$ cat src/rtl/pm_tmr_pkg.sv
package pm_tmr_pkg;
  localparam int unsigned REG_W      = 16;
  localparam int unsigned BIT_TMR    = 0;
  localparam int unsigned BIT_GBL    = 5;
  localparam int unsigned BIT_PWRBTN = 8;
  localparam int unsigned BIT_RTC    = 10;
  localparam logic [REG_W-1:0] STS_IMPL =
    (REG_W'(1) << BIT_TMR) | (REG_W'(1) << BIT_GBL) |
    (REG_W'(1) << BIT_PWRBTN) | (REG_W'(1) << BIT_RTC);
  localparam int unsigned OFF_STS = 'h0;
  localparam int unsigned OFF_EN  = 'h2;
  localparam int unsigned OFF_CNT = 'h8;
endpackage

$ cat src/rtl/pm_tick_tracker.sv
module pm_tick_tracker #(
  parameter int unsigned CNT_W = 32,
  parameter int unsigned TMR_W = 24
) (
  input  logic             clk_i,
  input  logic             rst_ni,
  input  logic             tick_i,
  input  logic             rearm_i,
  output logic [TMR_W-1:0] cnt_o,
  output logic             expired_o
);
  localparam int unsigned      HALF_BIT   = TMR_W - 1;
  localparam logic [CNT_W-1:0] ONE        = {{(CNT_W-1){1'b0}}, 1'b1};
  localparam logic [CNT_W-1:0] STEP       = ONE << HALF_BIT;
  localparam logic [CNT_W-1:0] ALIGN_MASK = ~(STEP - ONE);

  logic [CNT_W-1:0] cnt_q, deadline_q;

  always_ff @(posedge clk_i or negedge rst_ni) begin
    if (!rst_ni) begin
      cnt_q      <= '0;
      deadline_q <= '0;
    end else begin
      cnt_q <= cnt_q + {{(CNT_W-1){1'b0}}, tick_i};
      // next boundary strictly above the present count
      if (rearm_i) deadline_q <= (cnt_q + STEP) & ALIGN_MASK;
    end
  end

  assign cnt_o     = cnt_q[TMR_W-1:0];
  assign expired_o = (cnt_q >= deadline_q);


  tick_adv_chk: assert property (@(posedge clk_i) disable iff (!rst_ni)
    tick_i |=> cnt_q == $past(cnt_q) + ONE);

  tick_hold_chk: assert property (@(posedge clk_i) disable iff (!rst_ni)
    !tick_i |=> $stable(cnt_q));

  rearm_ahead_chk: assert property (@(posedge clk_i) disable iff (!rst_ni)
    rearm_i |=> (deadline_q > $past(cnt_q)) && ((deadline_q & ~ALIGN_MASK) == '0));

  deadline_hold_chk: assert property (@(posedge clk_i) disable iff (!rst_ni)
    !rearm_i |=> $stable(deadline_q));
endmodule

$ cat src/rtl/pm_evt_status.sv
module pm_evt_status
  import pm_tmr_pkg::*;
(
  input  logic             clk_i,
  input  logic             rst_ni,
  input  logic             expired_i,
  input  logic [REG_W-1:0] evt_set_i,
  input  logic             clr_we_i,
  input  logic [REG_W-1:0] clr_mask_i,
  input  logic             en_we_i,
  input  logic [REG_W-1:0] en_wdata_i,
  output logic [REG_W-1:0] sts_view_o,
  output logic [REG_W-1:0] en_o,
  output logic             rearm_o,
  output logic             sci_o
);
  logic [REG_W-1:0] sts_q, en_q, tmr_vec, clr_vec, sts_d;

  always_comb begin
    tmr_vec          = '0;
    tmr_vec[BIT_TMR] = expired_i;
    sts_view_o       = (sts_q | tmr_vec) & STS_IMPL;
    clr_vec          = clr_we_i ? clr_mask_i : '0;
    // pulses after the clear: a same-cycle event survives
    sts_d            = ((sts_view_o & ~clr_vec) | evt_set_i) & STS_IMPL;
  end

  assign rearm_o = clr_we_i & sts_view_o[BIT_TMR] & clr_mask_i[BIT_TMR];

  always_ff @(posedge clk_i or negedge rst_ni) begin
    if (!rst_ni) begin
      sts_q <= '0;
      en_q  <= '0;
    end else begin
      sts_q <= sts_d;
      if (en_we_i) en_q <= en_wdata_i;
    end
  end

  assign en_o  = en_q;
  assign sci_o = |(sts_q & en_q & STS_IMPL);


  rtc_set_chk: assert property (@(posedge clk_i) disable iff (!rst_ni)
    evt_set_i[BIT_RTC] |=> sts_q[BIT_RTC]);

  gbl_clr_chk: assert property (@(posedge clk_i) disable iff (!rst_ni)
    clr_we_i && clr_mask_i[BIT_GBL] && !evt_set_i[BIT_GBL] |=> !sts_q[BIT_GBL]);

  pwrbtn_hold_chk: assert property (@(posedge clk_i) disable iff (!rst_ni)
    sts_q[BIT_PWRBTN] && !(clr_we_i && clr_mask_i[BIT_PWRBTN]) |=> sts_q[BIT_PWRBTN]);

  tmr_clr_wins_chk: assert property (@(posedge clk_i) disable iff (!rst_ni)
    clr_we_i && clr_mask_i[BIT_TMR] && !evt_set_i[BIT_TMR] |=> !sts_q[BIT_TMR]);

  sci_quiet_chk: assert property (@(posedge clk_i) disable iff (!rst_ni)
    (en_q == '0) |-> !sci_o);
endmodule

$ cat src/rtl/pm_timer_evt.sv
module pm_timer_evt
  import pm_tmr_pkg::*;
#(
  parameter int unsigned CNT_W  = 32,
  parameter int unsigned TMR_W  = 24,
  parameter int unsigned ADDR_W = 4,
  parameter int unsigned DATA_W = 32
) (
  input  logic              clk_i,
  input  logic              rst_ni,
  input  logic              tick_i,
  input  logic              wr_en_i,
  input  logic [ADDR_W-1:0] addr_i,
  input  logic [DATA_W-1:0] wdata_i,
  output logic [DATA_W-1:0] rdata_o,
  input  logic              rtc_evt_i,
  input  logic              pwrbtn_evt_i,
  input  logic              gbl_evt_i,
  output logic              sci_o
);
  localparam logic [ADDR_W-1:0] A_STS = ADDR_W'(OFF_STS);
  localparam logic [ADDR_W-1:0] A_EN  = ADDR_W'(OFF_EN);
  localparam logic [ADDR_W-1:0] A_CNT = ADDR_W'(OFF_CNT);

  logic [TMR_W-1:0] cnt;
  logic             expired, rearm;
  logic [REG_W-1:0] sts_view, en, evt_set;
  logic             sel_sts, sel_en, sel_cnt;

  assign sel_sts = (addr_i == A_STS);
  assign sel_en  = (addr_i == A_EN);
  assign sel_cnt = (addr_i == A_CNT);

  always_comb begin
    evt_set             = '0;
    evt_set[BIT_RTC]    = rtc_evt_i;
    evt_set[BIT_PWRBTN] = pwrbtn_evt_i;
    evt_set[BIT_GBL]    = gbl_evt_i;
  end

  pm_tick_tracker #(.CNT_W(CNT_W), .TMR_W(TMR_W)) u_track (
    .clk_i    (clk_i),
    .rst_ni   (rst_ni),
    .tick_i   (tick_i),
    .rearm_i  (rearm),
    .cnt_o    (cnt),
    .expired_o(expired)
  );

  pm_evt_status u_sts (
    .clk_i     (clk_i),
    .rst_ni    (rst_ni),
    .expired_i (expired),
    .evt_set_i (evt_set),
    .clr_we_i  (wr_en_i & sel_sts),
    .clr_mask_i(wdata_i[REG_W-1:0]),
    .en_we_i   (wr_en_i & sel_en),
    .en_wdata_i(wdata_i[REG_W-1:0]),
    .sts_view_o(sts_view),
    .en_o      (en),
    .rearm_o   (rearm),
    .sci_o     (sci_o)
  );

  always_comb begin
    rdata_o = '0;
    if (sel_sts)      rdata_o[REG_W-1:0] = sts_view;
    else if (sel_en)  rdata_o[REG_W-1:0] = en;
    else if (sel_cnt) rdata_o[TMR_W-1:0] = cnt;
  end


  reset_tmr_chk: assert property (@(posedge clk_i)
    $rose(rst_ni) |-> sel_sts == 1'b0 || rdata_o[BIT_TMR]);
endmodule

$ cat config.mk
export PLATFORM = sky130hd
export DESIGN_NAME = pm_timer_evt
export DESIGN_NICKNAME = d
export VERILOG_FILES = /design/src/rtl/pm_tmr_pkg.sv /design/src/rtl/pm_tick_tracker.sv /design/src/rtl/pm_evt_status.sv /design/src/rtl/pm_timer_evt.sv
export SDC_FILE = /design/constraint.sdc
export NUM_CORES = 1
export LEC_CHECK = 0
export BUFFER_PORTS_ARGS = -buffer_cell sky130_fd_sc_hd__buf_2
export CORE_UTILIZATION = 40
export DETAILED_ROUTE_END_ITERATION = 7
export REMOVE_ABC_BUFFERS = 1
export SYNTH_ARGS = -nofsm -noshare
export SYNTH_HDL_FRONTEND = slang
export SYNTH_SLANG_ARGS = --single-unit
export TNS_END_PERCENT = 5
$ cat constraint.sdc
create_clock -name clk_i -period 2.7 [get_ports clk_i]
set_clock_uncertainty 0.1 [all_clocks]
set_input_delay 0.405 -clock clk_i [delete_from_list [all_inputs] [get_ports clk_i]]
set_output_delay 0.405 -clock clk_i [all_outputs]
set_load 0.005 [all_outputs]
==> results_dict.tcl, run 1 <==
set metrics [dict create \
    outcome "finished clean" \
    synth_area_per_cell_um2 10.9 \
    row_count 32 \
    dpl.hpwl_mm 4.93 \
    htree_num_levels 3 \
    cap_viol_max_count 0 \
    dr.first_iter.drc_count 60 \
    min_period_ns 2.61 \
    path_clk_slew_ns 0.06 \
    place.gp.congestion 0.800 \
    cts_max_path_buffers 2 \
    grt_pass1_wl_mm 11.5 \
    period_share_pct 96.8 \
    initial_core_util_pct 41.8 \
    core-area_um2 7850 \
    grt_max_degree 37 \
    synth_seq_cells 61 \
    crit_chain "or4_4 > nor4_2 > a211o_1 > o21ai_1 > a21oi_1 > buf_2" \
    p_per_area_nw_per_um2 576 \
    clk_latency_ns 0.34 \
    finalPower_uw 2220 \
    die-area_um2 8570 \
    cp_top_family "simple AND/OR/NAND/NOR gates" \
    cp_max_fo 4 \
    crit_arrival_ns 2.11 \
    vias_per_cell 5.08 \
    cts_root_buffer "clkbuf_8" \
    dpl.cell_count 452 \
    first_global_vias 2423 \
    synthCells 300 \
    preCtsSetupSlack_ns 0.255 \
    port_buffers 51 \
    num_io_pins 76 \
    slew-limit-headroom_pct 49.8 \
    fin_nets 419 \
    wl_per_cell_um 14.1 \
    synth.distinct_cells 43 \
    post-route-drc-count 0 \
    critPathLaunchType "register" \
    numCtsBuffers 9 \
    setup_viol_count_final 0 \
    wl_mm 6.62 \
    antenna_cells 0 \
    rsz0062_at_grt "no" \
    cp-startpoint "u_track.cnt_q[18]" \
    grt.total_usage_pct 17.6 \
    antenna_found_initial 0 \
    hold_start "pwrbtn_evt_i" \
    slowest_stage "or4_4" \
    slew_viol_final 0 \
    cts.sinks 61 \
    max_stage_delay_ns 0.55 \
    syn-cell-area_um2 3280 \
    synth_seq_area_share_pct 46.5 \
    synth_area_leaders "dfrtp_1, xnor2_1, mux2_1" \
    postLayoutCellArea_um2 3840 \
    dr.pass1.iters 4 \
    ys_async_sr_fraction_pct 100 \
    fillCellCount 789 \
    vias 2383 \
    synth.largest_area_cell "dfrtp_1" \
    min_path_type "input port to register" \
    syn2layout_area_growth_pct 17.2 \
    route.antenna.remaining_nets 0 \
    synth_edf_count 0 \
    finalSetupTns_ns 0 \
    regToRegStartpoint "u_track.cnt_q[18]" \
    placed_cell_area_um2 3650 \
    worst_pin_slew_ns 0.752 \
    end_kind "primary output" \
    max_freq_mhz 383 \
    die_w_um 92.6 \
    final.setup.worst_slack_ns 0.0868 \
    synth_flop_cell "dfrtp_1" \
    yosys_warnings 0 \
    yosysTopAreaCellShare_pct 46.5 \
    cp_num_buf_inv 1 \
    irDropWorstVdd_mv 0.347 \
    overflow 0 \
    p_leak_uw 0.00186 \
    hold_viol 0 \
    critPathKind "register to primary output" \
    drive_above_1_share_pct 24.8 \
    cts_tree "done" \
    die_h_um 92.6 \
    crit_required_ns 2.19 \
    final_cells 469 \
]
[layout make-up]
| cell class | count | area [um2] | area share [%] |
|---|---|---|---|
| Inverter | 11 | 41.3 | 1.07 |
| Timing Repair Buffer | 67 | 390 | 10.2 |
| Clock buffer | 12 | 155 | 4.04 |
| Clock inverter | 2 | 10.0 | 0.260 |
| Tap cell | 102 | 128 | 3.32 |
| Multi-Input combinational cell | 214 | 1590 | 41.4 |
| Sequential cell | 61 | 1530 | 39.8 |
[cell usage after synthesis, types with 2 or more instances]
library cell  count
dfrtp_1          61
xnor2_1          27
nor2_1           20
nand2_1          19
mux2_1           15
nand3_1          14
ha_1             12
and2_1           11
inv_1            11
nand4_1          11
a22o_1           10
mux2i_1          10
xor2_1           10
buf_4             9
a21oi_1           8
clkbuf_1          5
nor4_1            5
a21o_1            4
and4_1            4
buf_2             3
o21ai_0           3
a22oi_1           2
and3_1            2
buf_6             2
clkbuf_8          2
mux2_4            2
nor2b_1           2
[path summary, 6_finish.rpt]
path                       slack [ns]  depth (start not counted)                     end
max                              0.09                          6              rdata_o[0]
min                              0.15                          2          u_sts.sts_q[8]
max reg2reg                      0.21                          7  u_track.deadline_q[27]
min reg2reg                      0.39                          1          u_sts.en_o[13]
max in group asynchronous        1.38                          3       u_track.cnt_q[27]
min in group asynchronous        0.51                          2       u_track.cnt_q[20]
[power by group]
part,switching (uW),internal [uW]
sequential,132,1060
clock,328,370
combinational,161,168
total,621,1590
[cells by family after synthesis]
| logic type | after synthesis | share of synthesized area (%) |
|---|---|---|
| fa+ha+maj | 12 | 4.58 |
| other cells | 1 | 0.114 |
| compound gates | 32 | 7.09 |
| mux | 28 | 9.46 |
| xor+xnor | 37 | 9.88 |
| simple gates | 97 | 16.5 |
| buf+inv | 32 | 5.87 |
| flops | 61 | 46.5 |
[state kept, by name, summed over array words and instances (netlist names)]
register            cells
u_track.cnt_q          32
u_track.deadline_q      9
u_sts.en_o             16
u_sts.sts_q             4
[routing by layer]
metal	global-route usage, %	routed length [um]	up-vias
met2	28.3	3180	58
met1	22.6	3110	1156
li1	-	-	1159
met3	4.27	239	10
met5	0	0	-
met4	7.03	89	0
[stage by stage]
step	hold slack, ns	util, %
4_1_cts	0.131	48.9
6_report	0.148	49.0
2_1_floorplan	0.00941	-
3_5_place_dp	0.353	46.5
5_1_grt	0.138	49.0
3_3_place_gp	0.357	46.5
[worst register-to-register path: stages (launching register included)]
cell	delay [ns]
dfrtp_1	0.41
or4_4	0.55
nor4_2	0.27
a211o_1	0.19
buf_4	0.12
o211a_1	0.40
buf_4	0.21
mux2i_1	0.17
[cells in the final DEF, fill, tap and decap left out, types with 11 or more instances in the layout]
cell      count
dfrtp_1      59
mux2_1       15
buf_2        51
xnor2_1      27
buf_4        14
nand3_1      14
clkbuf_8     11
nand2_1      19
ha_1         12
nand4_1      11
and2_1       11
nor2_1       20
[timing repair]
action	4_1_cts	5_1_grt
setup endpoints to repair	1	1
hold buffers	1	0
resized for setup	0	5
setup buffers	2	0
hold endpoints to repair	25	0
pin swaps	2	3
(Power assumes the default switching activity.)
==> run 2: changes to the inputs <==
--- a/config.mk
+++ b/config.mk
@@ -8,8 +8,11 @@
 export BUFFER_PORTS_ARGS = -buffer_cell sky130_fd_sc_hd__buf_2
 export CORE_UTILIZATION = 40
 export DETAILED_ROUTE_END_ITERATION = 7
+export GPL_ROUTABILITY_DRIVEN = 0
 export REMOVE_ABC_BUFFERS = 1
+export SKIP_LAST_GASP = 1
 export SYNTH_ARGS = -nofsm -noshare
 export SYNTH_HDL_FRONTEND = slang
+export SYNTH_HIERARCHICAL = 1
 export SYNTH_SLANG_ARGS = --single-unit
 export TNS_END_PERCENT = 5
==> run 2 against run 1 <==
The flow now finishes with violations (negative setup slack); combinational power rose by 77%; design area grew 16%; utilization is 0.88 points lower; non-clock buffer count rose by 21; synthesized cell count grew 16%; area after synthesis rose by 18%; critical endpoint unchanged; largest cell class unchanged.
==> results_dict.tcl, run 2 <==
set metrics [dict create \
    largest_register "u_track/cnt_q" \
    final_common_cell "dfrtp_1" \
    whs_ns 0.0331 \
    cts.sinks 61 \
    synth_area_per_cell_um2 11.0 \
    drive_above_1_share_pct 36.3 \
    setup_viol_count_final 1 \
    cp_num_buf_inv 1 \
    met1_usage_pct 24.2 \
    period_share_pct 105 \
    reg2reg_to "u_track/deadline_q[29]" \
    p_clk_share_pct 36.1 \
    use_met2_pct 28.4 \
    fin_nets 463 \
    netSwitchingFraction_pct 27.3 \
    slew-limit-headroom_pct 64.6 \
    cts_tree "done" \
    final_cell_mix "dfrtp_1, buf_2, buf_4" \
    num_io_pins 76 \
    cp_max_fo 2 \
    min_path_type "input port to async pin" \
    wl_per_cell_um 15.1 \
    critPathLaunchType "register" \
    cp_top_family "simple AND/OR/NAND/NOR gates" \
    port_buffers 51 \
    syn-cell-area_um2 3850 \
    switchingPower_uw 743 \
    post-route-drc-count 0 \
    cts_max_path_buffers 2 \
    dr.pass1.iters 4 \
    outcome "finished with violations" \
    critPathKind "register to primary output" \
    synthCells 349 \
    dpl.hpwl_mm 5.84 \
    fillCellCount 860 \
    p_per_area_nw_per_um2 610 \
    route.antenna.remaining_nets 0 \
    path_clk_slew_ns 0.07 \
    synth_flop_cell "dfrtp_1" \
    regToRegStartpoint "u_track/cnt_q[31]" \
    synth_seq_area_share_pct 39.6 \
    die_w_um 100 \
    numCtsBuffers 9 \
    synth_area_leaders "dfrtp_1, buf_4, xnor2_1" \
    synth_commonest_cells "dfrtp_1, buf_4, xnor2_1" \
    max_freq_mhz 352 \
    synth_seq_cells 61 \
    regToRegSetupSlack_ns 0.13 \
    wl_mm 8.17 \
    ys_async_sr_fraction_pct 100 \
    combPwrFrac_pct 21.4 \
    top_usage_layer "met2" \
    hold_buffers 0 \
    max_stage_delay_ns 0.58 \
    largest_reg_flops 32 \
    hold_viol 0 \
    synth.most_common_cell "dfrtp_1" \
    r2r_cells 10 \
    grt_max_degree 42 \
    overflow 0 \
    preCtsSetupSlack_ns -0.0151 \
    yosys_warnings 6 \
    cap_viol_max_count 0 \
    htree_num_levels 3 \
    synth.largest_area_cell "dfrtp_1" \
    synth.distinct_cells 46 \
    end_kind "primary output" \
    dr.first_iter.drc_count 62 \
    p_leak_uw 0.00215 \
    crit_chain "ha_1 > nand4_1 > or4_4 > o2111ai_2 > or2_4 > mux2i_4 > o2bb2ai_2 > buf_2" \
    cts_root_buffer "clkbuf_8" \
    die_h_um 100 \
    rsz0062_at_grt "yes" \
    core-area_um2 9280 \
    clk_latency_ns 0.33 \
    first_global_vias 2736 \
    initial_core_util_pct 41.5 \
    finish.utilization_pct 48.1 \
    worst_pin_slew_ns 0.526 \
    antenna_cells 0 \
    yosysTopAreaCellShare_pct 39.6 \
    grt.total_usage_pct 17.7 \
    crit_required_ns 2.19 \
    use_met3_pct 2.44 \
    grt_pass1_wl_mm 13.6 \
    irDropWorstVdd_mv 0.274 \
    synth_edf_count 0 \
    row_count 35 \
    antenna_found_initial 0 \
    syn2layout_area_growth_pct 15.9 \
    min_period_ns 2.84 \
    crit_arrival_ns 2.34 \
    intPower_uw 1980 \
    final.setup.worst_slack_ns -0.142 \
    p_seq_share_pct 42.6 \
    die-area_um2 10000 \
    vias_per_cell 4.80 \
    violations "negative setup slack" \
    vias 2600 \
    slew_viol_final 0 \
    slowest_stage "or4_4" \
]
==> run 2: cell types whose count changed in the layout (fill, tap and decap cells not counted), moves of 5 or more <==
cell and delta:
mux2i_1 +5, a22o_1 -10, conb_1 +13, mux2_2 +6, buf_4 +23, mux2_1 -15
o2bb2ai_1 +6, mux2_4 +8, o2bb2ai_2 +10
==> run 2: through the flow <==
step / power, uW / TNS [ns] / area, um2 / std cells
after floorplan: 1470 / -0.441 / 3460 / 309
after global placement: 1680 / 0 / 4130 / 522
after detailed placement: 1700 / -0.0151 / 4130 / 522
after CTS: 2740 / -0.170 / 4450 / 541
after global routing: 2880 / -0.400 / 4470 / 542
final: 2720 / -0.142 / 4470 / 542
==> run 2: per-layer routing <==
metal / vias up / part of all wire, % / wire length, um
li1: 1272 / - / -
met1: 1263 / 48 / 3950
met2: 58 / 47 / 3870
met3: 7 / 3.2 / 259
met4: 0 / 1.1 / 90
met5: - / 0 / 0
==> run 2: layout make-up <==
cell class	instances	area (um2)	share of cell area [%]
clock buffer	12	145	3.25
sequential	61	1530	34.2
inverter	10	37.5	0.840
clock inverter	4	95.1	2.13
timing repair buffer	88	533	11.9
tap	129	161	3.61
multi-input combinational	238	1970	44.1
==> run 2: worst max path at each step <==
| stage | startpoint | end | slack, ns | cells past startpoint |
|---|---|---|---|---|
| floorplan | u_track/cnt_q[23] | u_track/deadline_q[23] | -0.26 | 9 |
| global placement | u_track/cnt_q[23] | rdata_o[0] | 0.05 | 10 |
| detailed placement | u_track/cnt_q[23] | rdata_o[0] | -0.02 | 10 |
| CTS | u_track/cnt_q[31] | rdata_o[0] | -0.17 | 8 |
| global route | u_track/cnt_q[23] | rdata_o[0] | -0.26 | 10 |
| finish | u_track/cnt_q[31] | rdata_o[0] | -0.14 | 8 |
==> run 2: kinds of logic (layout without fill, tap and decap cells) <==
group / count (synthesis) / count (layout) / share of synthesized area (%)
buffers and inverters: 69 / 114 / 13.0
AND/OR/NAND/NOR: 99 / 99 / 16.4
multiplexers: 33 / 33 / 10.1
XOR/XNOR: 37 / 37 / 8.41
flip-flops: 61 / 61 / 39.6
other: 2 / 21 / 0.195
AO/OA/AOI/OAI: 36 / 36 / 8.47
adder cells (fa/ha/maj): 12 / 12 / 3.89
==> run 2: power groups by stage <==
stage	clock (uW)	sequential (uW)	combinational, uW
2_1_floorplan	0	1190	280
3_3_place_gp	0	1150	535
3_5_place_dp	0	1160	545
4_1_cts	1010	1150	574
5_1_grt	1050	1180	649
6_report	982	1160	582
==> run 2: repair_timing <==
| item | CTS | global route |
|---|---|---|
| pin swaps | 8 | 1 |
| setup buffers | 3 | 1 |
| resized for setup | 11 | 2 |
| hold endpoints to repair | 0 | 0 |
| endpoints found under the setup margin | 1 | 9 |
==> run 3: changes to the inputs <==
--- a/config.mk
+++ b/config.mk
@@ -15,4 +15,3 @@
 export SYNTH_HDL_FRONTEND = slang
 export SYNTH_HIERARCHICAL = 1
 export SYNTH_SLANG_ARGS = --single-unit
-export TNS_END_PERCENT = 5
==> constraint.sdc (replaced) <==
create_clock -name clk_i -period 2.9 [get_ports clk_i]
set_clock_uncertainty 0.1 [all_clocks]
set_input_delay 0.435 -clock clk_i [delete_from_list [all_inputs] [get_ports clk_i]]
set_output_delay 0.435 -clock clk_i [all_outputs]
set_load 0.005 [all_outputs]
==> run 3 against run 2 <==
The run now ends clean; sequential share of layout area is 1.3 points higher; hold slack better by 0.019 ns; flip-flop and latch count stayed put; register-to-register slack better by 0.20 ns; non-clock buffer count is 10 lower; power is 19% lower; clock power is 37% lower.
==> results_dict.tcl, run 3 (same netlist as run 2, synthesis figures left out) <==
set metrics [dict create \
    cts.sinks 61 \
    cp_max_fo 5 \
    antenna_found_initial 0 \
    p_clk_share_pct 28.3 \
    fillCellCount 915 \
    grt_max_degree 32 \
    min_path_type "input port to async pin" \
    use_met2_pct 26.5 \
    max_stage_delay_ns 0.53 \
    period_share_pct 99.1 \
    vias_per_cell 4.91 \
    critPathLaunchType "register" \
    final_cells 529 \
    hold_buffers 0 \
    intPower_uw 1540 \
    vias 2599 \
    use_met3_pct 2.44 \
    irDropWorstVdd_mv 0.166 \
    slowest_stage "or4_4" \
    dr.pass1.iters 4 \
    dr.first_iter.drc_count 113 \
    crit_chain "ha_1 > nand4_1 > or4_4 > o2111ai_2 > or2_4 > mux2i_4 > o2bb2ai_2 > buf_2" \
    final_cell_mix "dfrtp_1, buf_2, xnor2_1" \
    initial_core_util_pct 41.5 \
    numCtsBuffers 9 \
    cts_root_buffer "clkbuf_8" \
    crit_required_ns 2.37 \
    netSwitchingFraction_pct 29.9 \
    overflow 0 \
    rsz0062_at_grt "yes" \
    cp_num_buf_inv 1 \
    route.antenna.remaining_nets 0 \
    finalPower_uw 2190 \
    die_h_um 100 \
    first_global_vias 2658 \
    dpl.hpwl_mm 5.62 \
    fin_nets 453 \
    num_io_pins 76 \
    cap_viol_max_count 0 \
    clk_latency_ns 0.34 \
    max_freq_mhz 348 \
    p_per_area_nw_per_um2 509 \
    path_clk_slew_ns 0.07 \
    whs_ns 0.0526 \
    cts_tree "done" \
    final_common_cell "dfrtp_1" \
    post-route-drc-count 0 \
    largest_reg_flops 32 \
    finalSetupTns_ns 0 \
    port_buffers 51 \
    die-area_um2 10000 \
    setup_viol_count_final 0 \
    antenna_cells 0 \
    wl_mm 7.77 \
    htree_num_levels 3 \
    p_leak_uw 0.00206 \
    slew_viol_final 0 \
    row_count 35 \
    multi_input_area_um2 1960 \
    top_usage_layer "met2" \
    crit_arrival_ns 2.34 \
    worst_pin_slew_ns 0.730 \
    combPwrFrac_pct 22.6 \
    largest_register "u_track/cnt_q" \
    cts_max_path_buffers 2 \
    wl_per_cell_um 14.7 \
    critPathKind "register to primary output" \
    switchingPower_uw 655 \
    dpl.cell_count 507 \
    min_period_ns 2.87 \
    drive_above_1_share_pct 35.3 \
    grt_pass1_wl_mm 12.8 \
    slew-limit-headroom_pct 51.4 \
    seq_area_um2 1530 \
    met1_usage_pct 23.1 \
    die_w_um 100 \
    end_kind "primary output" \
    syn2layout_area_growth_pct 11.8 \
    core-area_um2 9280 \
    grt.total_usage_pct 16.8 \
    hold_viol 0 \
    cp_top_family "simple AND/OR/NAND/NOR gates" \
    outcome "finished clean" \
    p_seq_share_pct 49.2 \
]
## run 3: changes by cell type in the layout (fill, tap and decap cells not counted), sizes merged
cell	delta
clkbuf	-2
bufinv	-3
buf	-10
clkinv	+2
## run 3: power groups by stage
| stage | logic (uW) | registers, uW | clock network [uW] |
|---|---|---|---|
| 5_1_grt | 555 | 1100 | 683 |
| 4_1_cts | 500 | 1080 | 641 |
| 6_report | 496 | 1080 | 620 |
| 3_5_place_dp | 480 | 1090 | 0 |
| 2_1_floorplan | 261 | 1110 | 0 |
| 3_3_place_gp | 473 | 1080 | 0 |
## run 3: cell type report
| class | instances | share of cell area (%) |
|---|---|---|
| Multi-Input combinational cell | 238 | 45.4 |
| Sequential cell | 61 | 35.5 |
| Timing Repair Buffer | 78 | 10.9 |
| Tap cell | 129 | 3.74 |
| Clock buffer | 10 | 3.19 |
| Inverter | 10 | 0.871 |
| Clock inverter | 3 | 0.348 |
## run 3: worst paths after layout
check | slack (ns) | cells past startpoint | startpoint | end
max | 0.03 | 8 | u_track/cnt_q[27] | rdata_o[0]
max reg2reg | 0.33 | 10 | u_track/cnt_q[27] | u_track/deadline_q[27]
min in group clk_i | 0.18 | 2 | gbl_evt_i | u_sts/sts_q[5]
max in group asynchronous | 2.01 | 2 | rst_ni | u_track/cnt_q[26]
min reg2reg | 0.41 | 1 | u_sts/en_o[1] | u_sts/en_o[1]
min | 0.05 | 1 | rst_ni | u_track/cnt_q[20]
## run 3: stage by stage
stage,setup WS (ns),instance area [um2],utilization [%]
detailed placement,0.188,4030,43.4
CTS,-0.0110,4280,46.1
floorplan,-0.0647,3460,-
global route,-0.0877,4310,46.4
finish,0.0253,4310,46.4
global placement,0.199,4030,43.4
## run 3: metal layers
layer	vias to the layer above	part of all wire, %
met5	-	0
met4	0	1.6
met3	9	3.9
met2	71	46
met1	1267	49
li1	1252	-
## run 3: worst register-to-register path, stage by stage (launching register included)
cell and delay, ns:
dfrtp_2 0.44, ha_1 0.32, nand4_1 0.13, or4_4 0.53, o2111ai_2 0.08, or2_4 0.16, buf_4 0.10, nor2b_1 0.19
buf_4 0.25, nor2_1 0.06, a21oi_1 0.12
## run 3: timing repair
item                                    in CTS  in global routing
pin swaps                                    5                  2
buffers inserted                             6                  3
endpoints found under the setup margin       1                  1
resized for setup                           11                  3
